===== config.mk =====
export PLATFORM = sky130hd
export DESIGN_NAME = spi_nand_bridge
export DESIGN_NICKNAME = d
export VERILOG_FILES = /design/src/rtl/bridge_pkg.sv /design/src/rtl/bridge_sync.sv /design/src/rtl/bridge_frame.sv /design/src/rtl/bridge_nand_io.sv /design/src/rtl/spi_nand_bridge.sv
export SDC_FILE = /design/constraint.sdc
export NUM_CORES = 1
export LEC_CHECK = 0
export ABC_AREA = 1
export BUFFER_PORTS_ARGS = -buffer_cell sky130_fd_sc_hd__buf_2
export CORE_MARGIN = 2
export CORE_UTILIZATION = 60
export CTS_BUF_LIST = sky130_fd_sc_hd__clkbuf_16
export DETAILED_ROUTE_END_ITERATION = 10
export PLACE_DENSITY = 0.8
export SYNTH_ARGS = -nofsm -noshare
export SYNTH_HDL_FRONTEND = slang
export SYNTH_SLANG_ARGS = --single-unit

===== constraint.sdc =====
create_clock -name clk -period 4.84 [get_ports clk]
set_input_delay 0.242 -clock clk [delete_from_list [all_inputs] [get_ports clk]]
set_output_delay 0.242 -clock clk [all_outputs]
set_load 0.02 [all_outputs]

===== src/rtl/bridge_pkg.sv =====
package bridge_pkg;
  localparam logic [7:0] OPC_WRITE  = 8'h08;
  localparam logic [7:0] OPC_CONFIG = 8'h09;
  localparam logic [7:0] OPC_READ   = 8'h0A;
  localparam logic [7:0] OPC_FREAD  = 8'h0B;

  typedef enum logic [2:0] {
    FR_OPCODE, FR_WDATA, FR_CFG, FR_IDLE, FR_RDATA, FR_IGNORE
  } frame_st_t;

  typedef enum logic [2:0] {
    NS_IDLE, NS_WSETUP, NS_WLOW, NS_WHOLD, NS_RLOW
  } nand_st_t;
endpackage


===== src/rtl/bridge_sync.sv =====
module bridge_sync #(
  parameter int STAGES = 2
) (
  input  logic clk,
  input  logic rst,
  input  logic sck_in,
  input  logic cs_n_in,
  input  logic d0_in,
  input  logic d1_in,
  output logic sck_rise,
  output logic sck_fall,
  output logic cs_active,
  output logic cs_end,
  output logic d0_s,
  output logic d1_s
);
  localparam int LANES = 4;

  logic [LANES-1:0] raw;
  logic [LANES-1:0] synced;
  logic             sck_d;
  logic             cs_d;

  assign raw = {d1_in, d0_in, cs_n_in, sck_in};

  // Every lane sees the same depth so data keeps its relation to SCK.
  for (genvar g = 0; g < LANES; g++) begin : g_lane
    logic [STAGES-1:0] sh;
    always_ff @(posedge clk) begin
      if (rst) sh <= (g == 1) ? {STAGES{1'b1}} : {STAGES{1'b0}};
      else     sh <= {sh[STAGES-2:0], raw[g]};
    end
    assign synced[g] = sh[STAGES-1];
  end

  always_ff @(posedge clk) begin
    if (rst) begin
      sck_d <= 1'b0;
      cs_d  <= 1'b1;
    end else begin
      sck_d <= synced[0];
      cs_d  <= synced[1];
    end
  end

  assign sck_rise  = synced[0] & ~sck_d;
  assign sck_fall  = ~synced[0] & sck_d;
  assign cs_active = ~synced[1];
  assign cs_end    = synced[1] & ~cs_d;
  assign d0_s      = synced[2];
  assign d1_s      = synced[3];
endmodule


===== src/rtl/bridge_frame.sv =====
module bridge_frame
  import bridge_pkg::*;
#(
  parameter int IDLE_RD   = 1,
  parameter int IDLE_FAST = 4
) (
  input  logic       clk,
  input  logic       rst,
  input  logic       sck_rise,
  input  logic       sck_fall,
  input  logic       cs_active,
  input  logic       cs_end,
  input  logic       d0,
  input  logic       d1,
  input  logic [7:0] rd_byte,
  output logic       wr_req,
  output logic       rd_req,
  output logic       cfg_load,
  output logic [7:0] evt_byte,
  output logic       miso
);
  localparam int IMAX = (IDLE_RD > IDLE_FAST) ? IDLE_RD : IDLE_FAST;
  localparam int IW   = $clog2(IMAX + 1);

  frame_st_t   st;
  logic [2:0]  bit_cnt;
  logic [7:0]  rx_sr;
  logic [7:0]  pend;
  logic        pend_v;
  logic [IW-1:0] idle_left;
  logic [7:0]  tx_sr;
  logic        tx_load;
  logic        wide;
  logic        last_bit;
  logic [7:0]  shifted;

  assign wide     = (st == FR_WDATA);
  assign last_bit = wide ? (bit_cnt == 3'd3) : (bit_cnt == 3'd7);
  assign shifted  = wide ? {rx_sr[5:0], d0, d1} : {rx_sr[6:0], d0};
  assign miso     = tx_sr[7];

  always_ff @(posedge clk) begin
    if (rst) begin
      st        <= FR_OPCODE;
      bit_cnt   <= 3'd0;
      rx_sr     <= 8'h00;
      pend      <= 8'h00;
      pend_v    <= 1'b0;
      idle_left <= '0;
      tx_sr     <= 8'h00;
      tx_load   <= 1'b0;
      wr_req    <= 1'b0;
      rd_req    <= 1'b0;
      cfg_load  <= 1'b0;
      evt_byte  <= 8'h00;
    end else begin
      wr_req   <= 1'b0;
      rd_req   <= 1'b0;
      cfg_load <= 1'b0;
      if (cs_end) begin
        st        <= FR_OPCODE;
        bit_cnt   <= 3'd0;
        pend_v    <= 1'b0;
        idle_left <= '0;
        tx_sr     <= 8'h00;
        tx_load   <= 1'b0;
      end else if (cs_active) begin
        if (sck_rise && st != FR_IGNORE) begin
          rx_sr <= shifted;
          // Read strobe one byte time ahead of the byte it feeds.
          if (bit_cnt == 3'd0 &&
              ((st == FR_IDLE && idle_left == IW'(1)) || st == FR_RDATA))
            rd_req <= 1'b1;
          if (last_bit) begin
            bit_cnt <= 3'd0;
            unique case (st)
              FR_OPCODE: begin
                unique case (shifted)
                  OPC_WRITE:  st <= FR_WDATA;
                  OPC_CONFIG: st <= FR_CFG;
                  OPC_READ: begin
                    st        <= FR_IDLE;
                    idle_left <= IW'(IDLE_RD);
                  end
                  OPC_FREAD: begin
                    st        <= FR_IDLE;
                    idle_left <= IW'(IDLE_FAST);
                  end
                  default: st <= FR_IGNORE;
                endcase
              end
              FR_WDATA: begin
                if (pend_v) begin
                  wr_req   <= 1'b1;
                  evt_byte <= pend;
                end
                pend   <= shifted;
                pend_v <= 1'b1;
              end
              FR_CFG: begin
                cfg_load <= 1'b1;
                evt_byte <= shifted;
                st       <= FR_IGNORE;
              end
              FR_IDLE: begin
                idle_left <= idle_left - IW'(1);
                if (idle_left == IW'(1)) begin
                  st      <= FR_RDATA;
                  tx_load <= 1'b1;
                end
              end
              FR_RDATA: tx_load <= 1'b1;
              default: ;
            endcase
          end else begin
            bit_cnt <= bit_cnt + 3'd1;
          end
        end
        if (sck_fall) begin
          if (tx_load) begin
            tx_sr   <= rd_byte;
            tx_load <= 1'b0;
          end else begin
            tx_sr <= {tx_sr[6:0], 1'b0};
          end
        end
      end
    end
  end

  a_r9_abort_to_opcode: assert property (@(posedge clk) disable iff (rst)
    cs_end |=> (st == FR_OPCODE && bit_cnt == 3'd0 && !pend_v));

  a_r10_ignore_quiet: assert property (@(posedge clk) disable iff (rst)
    (st == FR_IGNORE) |=> (!wr_req && !rd_req && !cfg_load));

  a_r6_load_only_reading: assert property (@(posedge clk) disable iff (rst)
    tx_load |-> (st == FR_RDATA));
endmodule


===== src/rtl/bridge_nand_io.sv =====
module bridge_nand_io
  import bridge_pkg::*;
#(
  parameter int WE_LOW = 2,
  parameter int RE_LOW = 3
) (
  input  logic       clk,
  input  logic       rst,
  input  logic       wr_req,
  input  logic [7:0] wr_byte,
  input  logic       rd_req,
  input  logic [7:0] dq_in,
  output logic [7:0] dq_out,
  output logic       dq_oe,
  output logic       we_n,
  output logic       re_n,
  output logic [7:0] rd_byte
);
  localparam int CMAX = (WE_LOW > RE_LOW) ? WE_LOW : RE_LOW;
  localparam int CW   = $clog2(CMAX + 1);

  nand_st_t      ns;
  logic [CW-1:0] cnt;

  always_ff @(posedge clk) begin
    if (rst) begin
      ns      <= NS_IDLE;
      cnt     <= '0;
      dq_out  <= 8'h00;
      dq_oe   <= 1'b0;
      we_n    <= 1'b1;
      re_n    <= 1'b1;
      rd_byte <= 8'h00;
    end else begin
      unique case (ns)
        NS_IDLE: begin
          if (wr_req) begin
            dq_out <= wr_byte;
            dq_oe  <= 1'b1;
            ns     <= NS_WSETUP;
          end else if (rd_req) begin
            re_n <= 1'b0;
            cnt  <= CW'(RE_LOW - 1);
            ns   <= NS_RLOW;
          end
        end
        NS_WSETUP: begin
          we_n <= 1'b0;
          cnt  <= CW'(WE_LOW - 1);
          ns   <= NS_WLOW;
        end
        NS_WLOW: begin
          if (cnt == '0) begin
            we_n <= 1'b1;
            ns   <= NS_WHOLD;
          end else begin
            cnt <= cnt - CW'(1);
          end
        end
        NS_WHOLD: begin
          dq_oe <= 1'b0;
          ns    <= NS_IDLE;
        end
        NS_RLOW: begin
          if (cnt == '0) begin
            re_n    <= 1'b1;
            rd_byte <= dq_in;
            ns      <= NS_IDLE;
          end else begin
            cnt <= cnt - CW'(1);
          end
        end
        default: ns <= NS_IDLE;
      endcase
    end
  end

  a_r11_no_strobe_overlap: assert property (@(posedge clk) disable iff (rst)
    !(!we_n && !re_n));

  a_r11_bus_under_we: assert property (@(posedge clk) disable iff (rst)
    !we_n |-> dq_oe);

  a_r11_bus_stable: assert property (@(posedge clk) disable iff (rst)
    (dq_oe && $past(dq_oe)) |-> $stable(dq_out));

  a_r8_req_when_free: assert property (@(posedge clk) disable iff (rst)
    (wr_req || rd_req) |-> (ns == NS_IDLE));
endmodule


===== src/rtl/spi_nand_bridge.sv =====
module spi_nand_bridge #(
  parameter int         SYNC_STAGES = 2,
  parameter int         WE_LOW_CYC  = 2,
  parameter int         RE_LOW_CYC  = 3,
  parameter int         IDLE_RD     = 1,
  parameter int         IDLE_FAST   = 4,
  parameter logic [7:0] CFG_INIT    = 8'h8F
) (
  input  logic       clk,
  input  logic       rst,
  input  logic       spi_sck,
  input  logic       spi_cs_n,
  input  logic       spi_d0,
  input  logic       spi_d1,
  output logic       spi_miso,
  output logic [7:0] nand_dq_out,
  output logic       nand_dq_oe,
  input  logic [7:0] nand_dq_in,
  output logic       nand_we_n,
  output logic       nand_re_n,
  output logic       nand_ce_n,
  output logic       nand_cle,
  output logic       nand_ale,
  output logic       fan_en,
  output logic [3:0] led_n
);
  logic       sck_rise, sck_fall, cs_active, cs_end, d0_s, d1_s;
  logic       wr_req, rd_req, cfg_load;
  logic [7:0] evt_byte, rd_byte;
  logic [7:0] cfg_q;

  bridge_sync #(.STAGES(SYNC_STAGES)) u_sync (
    .clk(clk), .rst(rst),
    .sck_in(spi_sck), .cs_n_in(spi_cs_n), .d0_in(spi_d0), .d1_in(spi_d1),
    .sck_rise(sck_rise), .sck_fall(sck_fall),
    .cs_active(cs_active), .cs_end(cs_end),
    .d0_s(d0_s), .d1_s(d1_s)
  );

  bridge_frame #(.IDLE_RD(IDLE_RD), .IDLE_FAST(IDLE_FAST)) u_frame (
    .clk(clk), .rst(rst),
    .sck_rise(sck_rise), .sck_fall(sck_fall),
    .cs_active(cs_active), .cs_end(cs_end),
    .d0(d0_s), .d1(d1_s),
    .rd_byte(rd_byte),
    .wr_req(wr_req), .rd_req(rd_req), .cfg_load(cfg_load),
    .evt_byte(evt_byte), .miso(spi_miso)
  );

  bridge_nand_io #(.WE_LOW(WE_LOW_CYC), .RE_LOW(RE_LOW_CYC)) u_nand (
    .clk(clk), .rst(rst),
    .wr_req(wr_req), .wr_byte(evt_byte), .rd_req(rd_req),
    .dq_in(nand_dq_in), .dq_out(nand_dq_out), .dq_oe(nand_dq_oe),
    .we_n(nand_we_n), .re_n(nand_re_n), .rd_byte(rd_byte)
  );

  always_ff @(posedge clk) begin
    if (rst)           cfg_q <= CFG_INIT;
    else if (cfg_load) cfg_q <= evt_byte;
  end

  assign nand_ce_n = cfg_q[7];
  assign nand_cle  = cfg_q[6];
  assign nand_ale  = cfg_q[5];
  assign fan_en    = cfg_q[4];
  assign led_n     = cfg_q[3:0];

  a_r2_cfg_changes_on_load: assert property (@(posedge clk) disable iff (rst)
    !cfg_load |=> $stable(cfg_q));
endmodule


==> results.toml <==
[detailed_routing]
vias_per_cell = 5.457
vias = 3203
drtAntennaViolNets = 0
firstDrtPassIters = 5
wirelength_um = 7532
drt-wirelength-per-cell_um = 12.83
drtIter0Drc = 172
drc_errors = 0

[placement]
portBuffers = 33
finalWeightedCongestion = 0.8923
placed_area_um2 = 3836
dp_hpwl_um = 5129

[worst_setup_path]
path_max_fanout = 16
max_stage_delay_ps = 480
critical-path-top-delay-family = "simple AND/OR/NAND/NOR gates"
crit_required_ps = 5050
crit_path_end_kind = "flop"
cp_cell_sequence = "nor2_4 -> nand2_1 -> nand3_1 -> nor2_2 -> inv_2 -> nor2_8 -> nand2_2 -> o21ai_0 -> a21oi_1"
worstPathArrival_ps = 2550
crit_path_top_delay_cell = "dfxtp_1"
cp-start-kind = "flop"
worstSetupPathType = "reg -> reg"
critPathBufInv = 1

[global_routing]
use_met1_pct = 30.82
grt_start_max_net_pins = 40
antenna_found_initial = 0
grt.total_usage_pct = 23.57
grt_pass1_wl_um = 12230
grt_pass1_vias = 2724
gr-usage-met2_pct = 37.58
grt.busiest_layer = "met2"
grt-ovfl-total = 0
grt_util_met3_pct = 4.022

[sta]
finalHoldViolCount = 0
rsz0062_at_grt = "no"
fin_setup_tns_ps = 0
slew_violations = 0
setup_viol = 0
period_share_pct = 48.48
fmax_mhz = 426.2
slew_headroom_pct = 34.22
whs_ps = 87.49
fin_worst_skew_ps = 3.937
worst_pin_slew_ps = 985.6
fin_crit_ps = 2346

[die]
start_util_pct = 62.07
die_x_um = 82.26
core_um2 = 5921
dieArea_um2 = 6767
ios = 34
die_y_um = 82.26
row_count = 28

[clock_tree]
cts_buffers = 9
clkSlewWorstSetupHoldPaths_ps = 60
clock_path_buffers = 2
cts_root_buf = "clkbuf_16"
htree_levels = 3
cts_num_sinks = 87
clk_latency_ps = 330
cts_tree = "done"
ctsHoldBuffers = 0
cts_setup_buffers = 0
cts_resized = 0

[yosys]
synthCells = 481
yosysWarnings = 0
synth_seq_cells = 87
synth_cell_types = 34
yosysSeqAreaShare_pct = 47.40
syn-mean-instance-area_um2 = 7.640
syn_area_um2 = 3675
synth_nets = 500

[power_and_ir_drop]
switching_power_mw = 0.3220
p_seq_share_pct = 50.2
powerDensity_nw_per_um2 = 355.3
swShare_pct = 21.96
p_comb_share_pct = 4.9
power.leakage_nw = 1.733
intPower_mw = 1.144
ir_drop_mv = 0.2607
clkPwrFrac_pct = 44.8

[final_layout]
seqCellArea_um2 = 1742
syn_to_final_growth_pct = 12.33
diodes = 0
drive_gt1_share_pct = 15.04
stdcell_area_um2 = 4128
layout.nets = 526
multi_input_area_um2 = 1584
fin_util_pct = 69.72
fillers = 479

[worst_hold_path]
hp-class = "in -> reg"

[run_status]
status = "finished clean"

[job]
cap_violations = 0
-- Yosys cell counts (all sizes together) --
library cell,count,area [um^2]
or2,3,18.77
nand4,1,6.260
nor3,4,25.02
a21oi,66,330.3
o31ai,1,7.510
nand3,30,185.2
o22ai,2,12.51
nand2,85,354.1
a31oi,2,12.51
o211ai,5,37.54
nor4,1,6.260
clkinv,1,3.750
xnor2,1,8.760
inv,66,247.7
clkbuf,14,52.55
a211oi,3,22.52
dfxtp,87,1742
nor2,39,190.2
o21ai,60,304.0
buf,5,45.04
ha,5,62.56
-- final timing paths --
path / start / endpoint / slack (ps) / cells past startpoint
hold reg to reg: u_sync.g_lane[0].sh[0]$_SDFF_PP0_ / u_sync.g_lane[0].sh[1]$_SDFF_PP0_ / 400 / 2
setup reg to reg: u_frame.st[1]$_SDFFE_PP0P_ / u_frame.evt_byte[5]$_SDFFE_PP0P_ / 2490 / 9
hold / removal: spi_cs_n / u_sync.g_lane[1].sh[0]$_SDFF_PP1_ / 90 / 2
setup / recovery: u_frame.st[1]$_SDFFE_PP0P_ / u_frame.evt_byte[5]$_SDFFE_PP0P_ / 2490 / 9
-- registers in the layout, indices dropped and copies added (netlist names), 7 cells and up --
signal            cells
u_nand.dq_out         8
u_frame.evt_byte      8
u_nand.rd_byte        8
u_frame.tx_sr         8
u_frame.pend          8
u_frame.rx_sr         7
cfg_q                 8
u_sync.g_lane.sh      8
-- area by class of cell --
| class | count | area share (%) |
|---|---|---|
| inverter | 67 | 6.093 |
| tap | 75 | 2.273 |
| clock inverter | 7 | 1.425 |
| sequential | 87 | 42.19 |
| timing repair buffer | 34 | 4.183 |
| clock buffer | 9 | 5.456 |
| multi-input combinational | 308 | 38.38 |
-- cells by family after synthesis --
group	Yosys count	synth area share, %
compound gates	139	19.78
simple gates	163	21.38
buf+inv	86	9.499
xor+xnor	1	0.2384
flops	87	47.40
fa+ha+maj	5	1.702
-- worst register-to-register path, delay by kind of cell, from the launching register on --
kind / cells / cell delay, ps
DFF: 1 / 480
buffers and inverters: 1 / 220
and+or+nand+nor: 6 / 1170
AOI/OAI and AO/OA: 2 / 360
-- power by group through the flow --
| stage | logic [mW] | registers, mW | clock network [mW] |
|---|---|---|---|
| after global routing | 0.0810 | 0.738 | 0.692 |
| final | 0.0723 | 0.737 | 0.658 |
| after global placement | 0.0680 | 0.752 | 0 |
| after CTS | 0.0713 | 0.736 | 0.666 |
| after floorplan | 0.0517 | 0.752 | 0 |
| after detailed placement | 0.0705 | 0.752 | 0 |
-- placed cells by master (no fill, tap or decap), drive strengths merged, types with 2 or more instances in the layout --
cell type and n:
or2 3, o211ai 5, buf 33, ha 5
o21ai 60, inv 70, nor2 39, clkbuf 10
o22ai 2, dfxtp 87, a21oi 66, clkinv 3
a211oi 3, nor3 4, a31oi 2, nand2 85
nand3 30
-- per-layer routing --
metal / part of all wire [%] / wire length, um
met1: 46 / 3463
met2: 46 / 3484
met5: 0 / 0
met4: 2.0 / 150
met3: 5.8 / 434
-- per-stage QoR --
| stage | std cells | total power [mW] | worst slack (ps) |
|---|---|---|---|
| 6_report | 587 | 1.466 | 2494 |
| 5_1_grt | 587 | 1.511 | 2326 |
| 4_1_cts | 586 | 1.474 | 2567 |
| 3_5_place_dp | 570 | 0.8226 | 2248 |
| 3_3_place_gp | 570 | 0.8196 | 2384 |
| 2_1_floorplan | 481 | 0.8033 | 3324 |
Power figures use the tool's default switching activity.
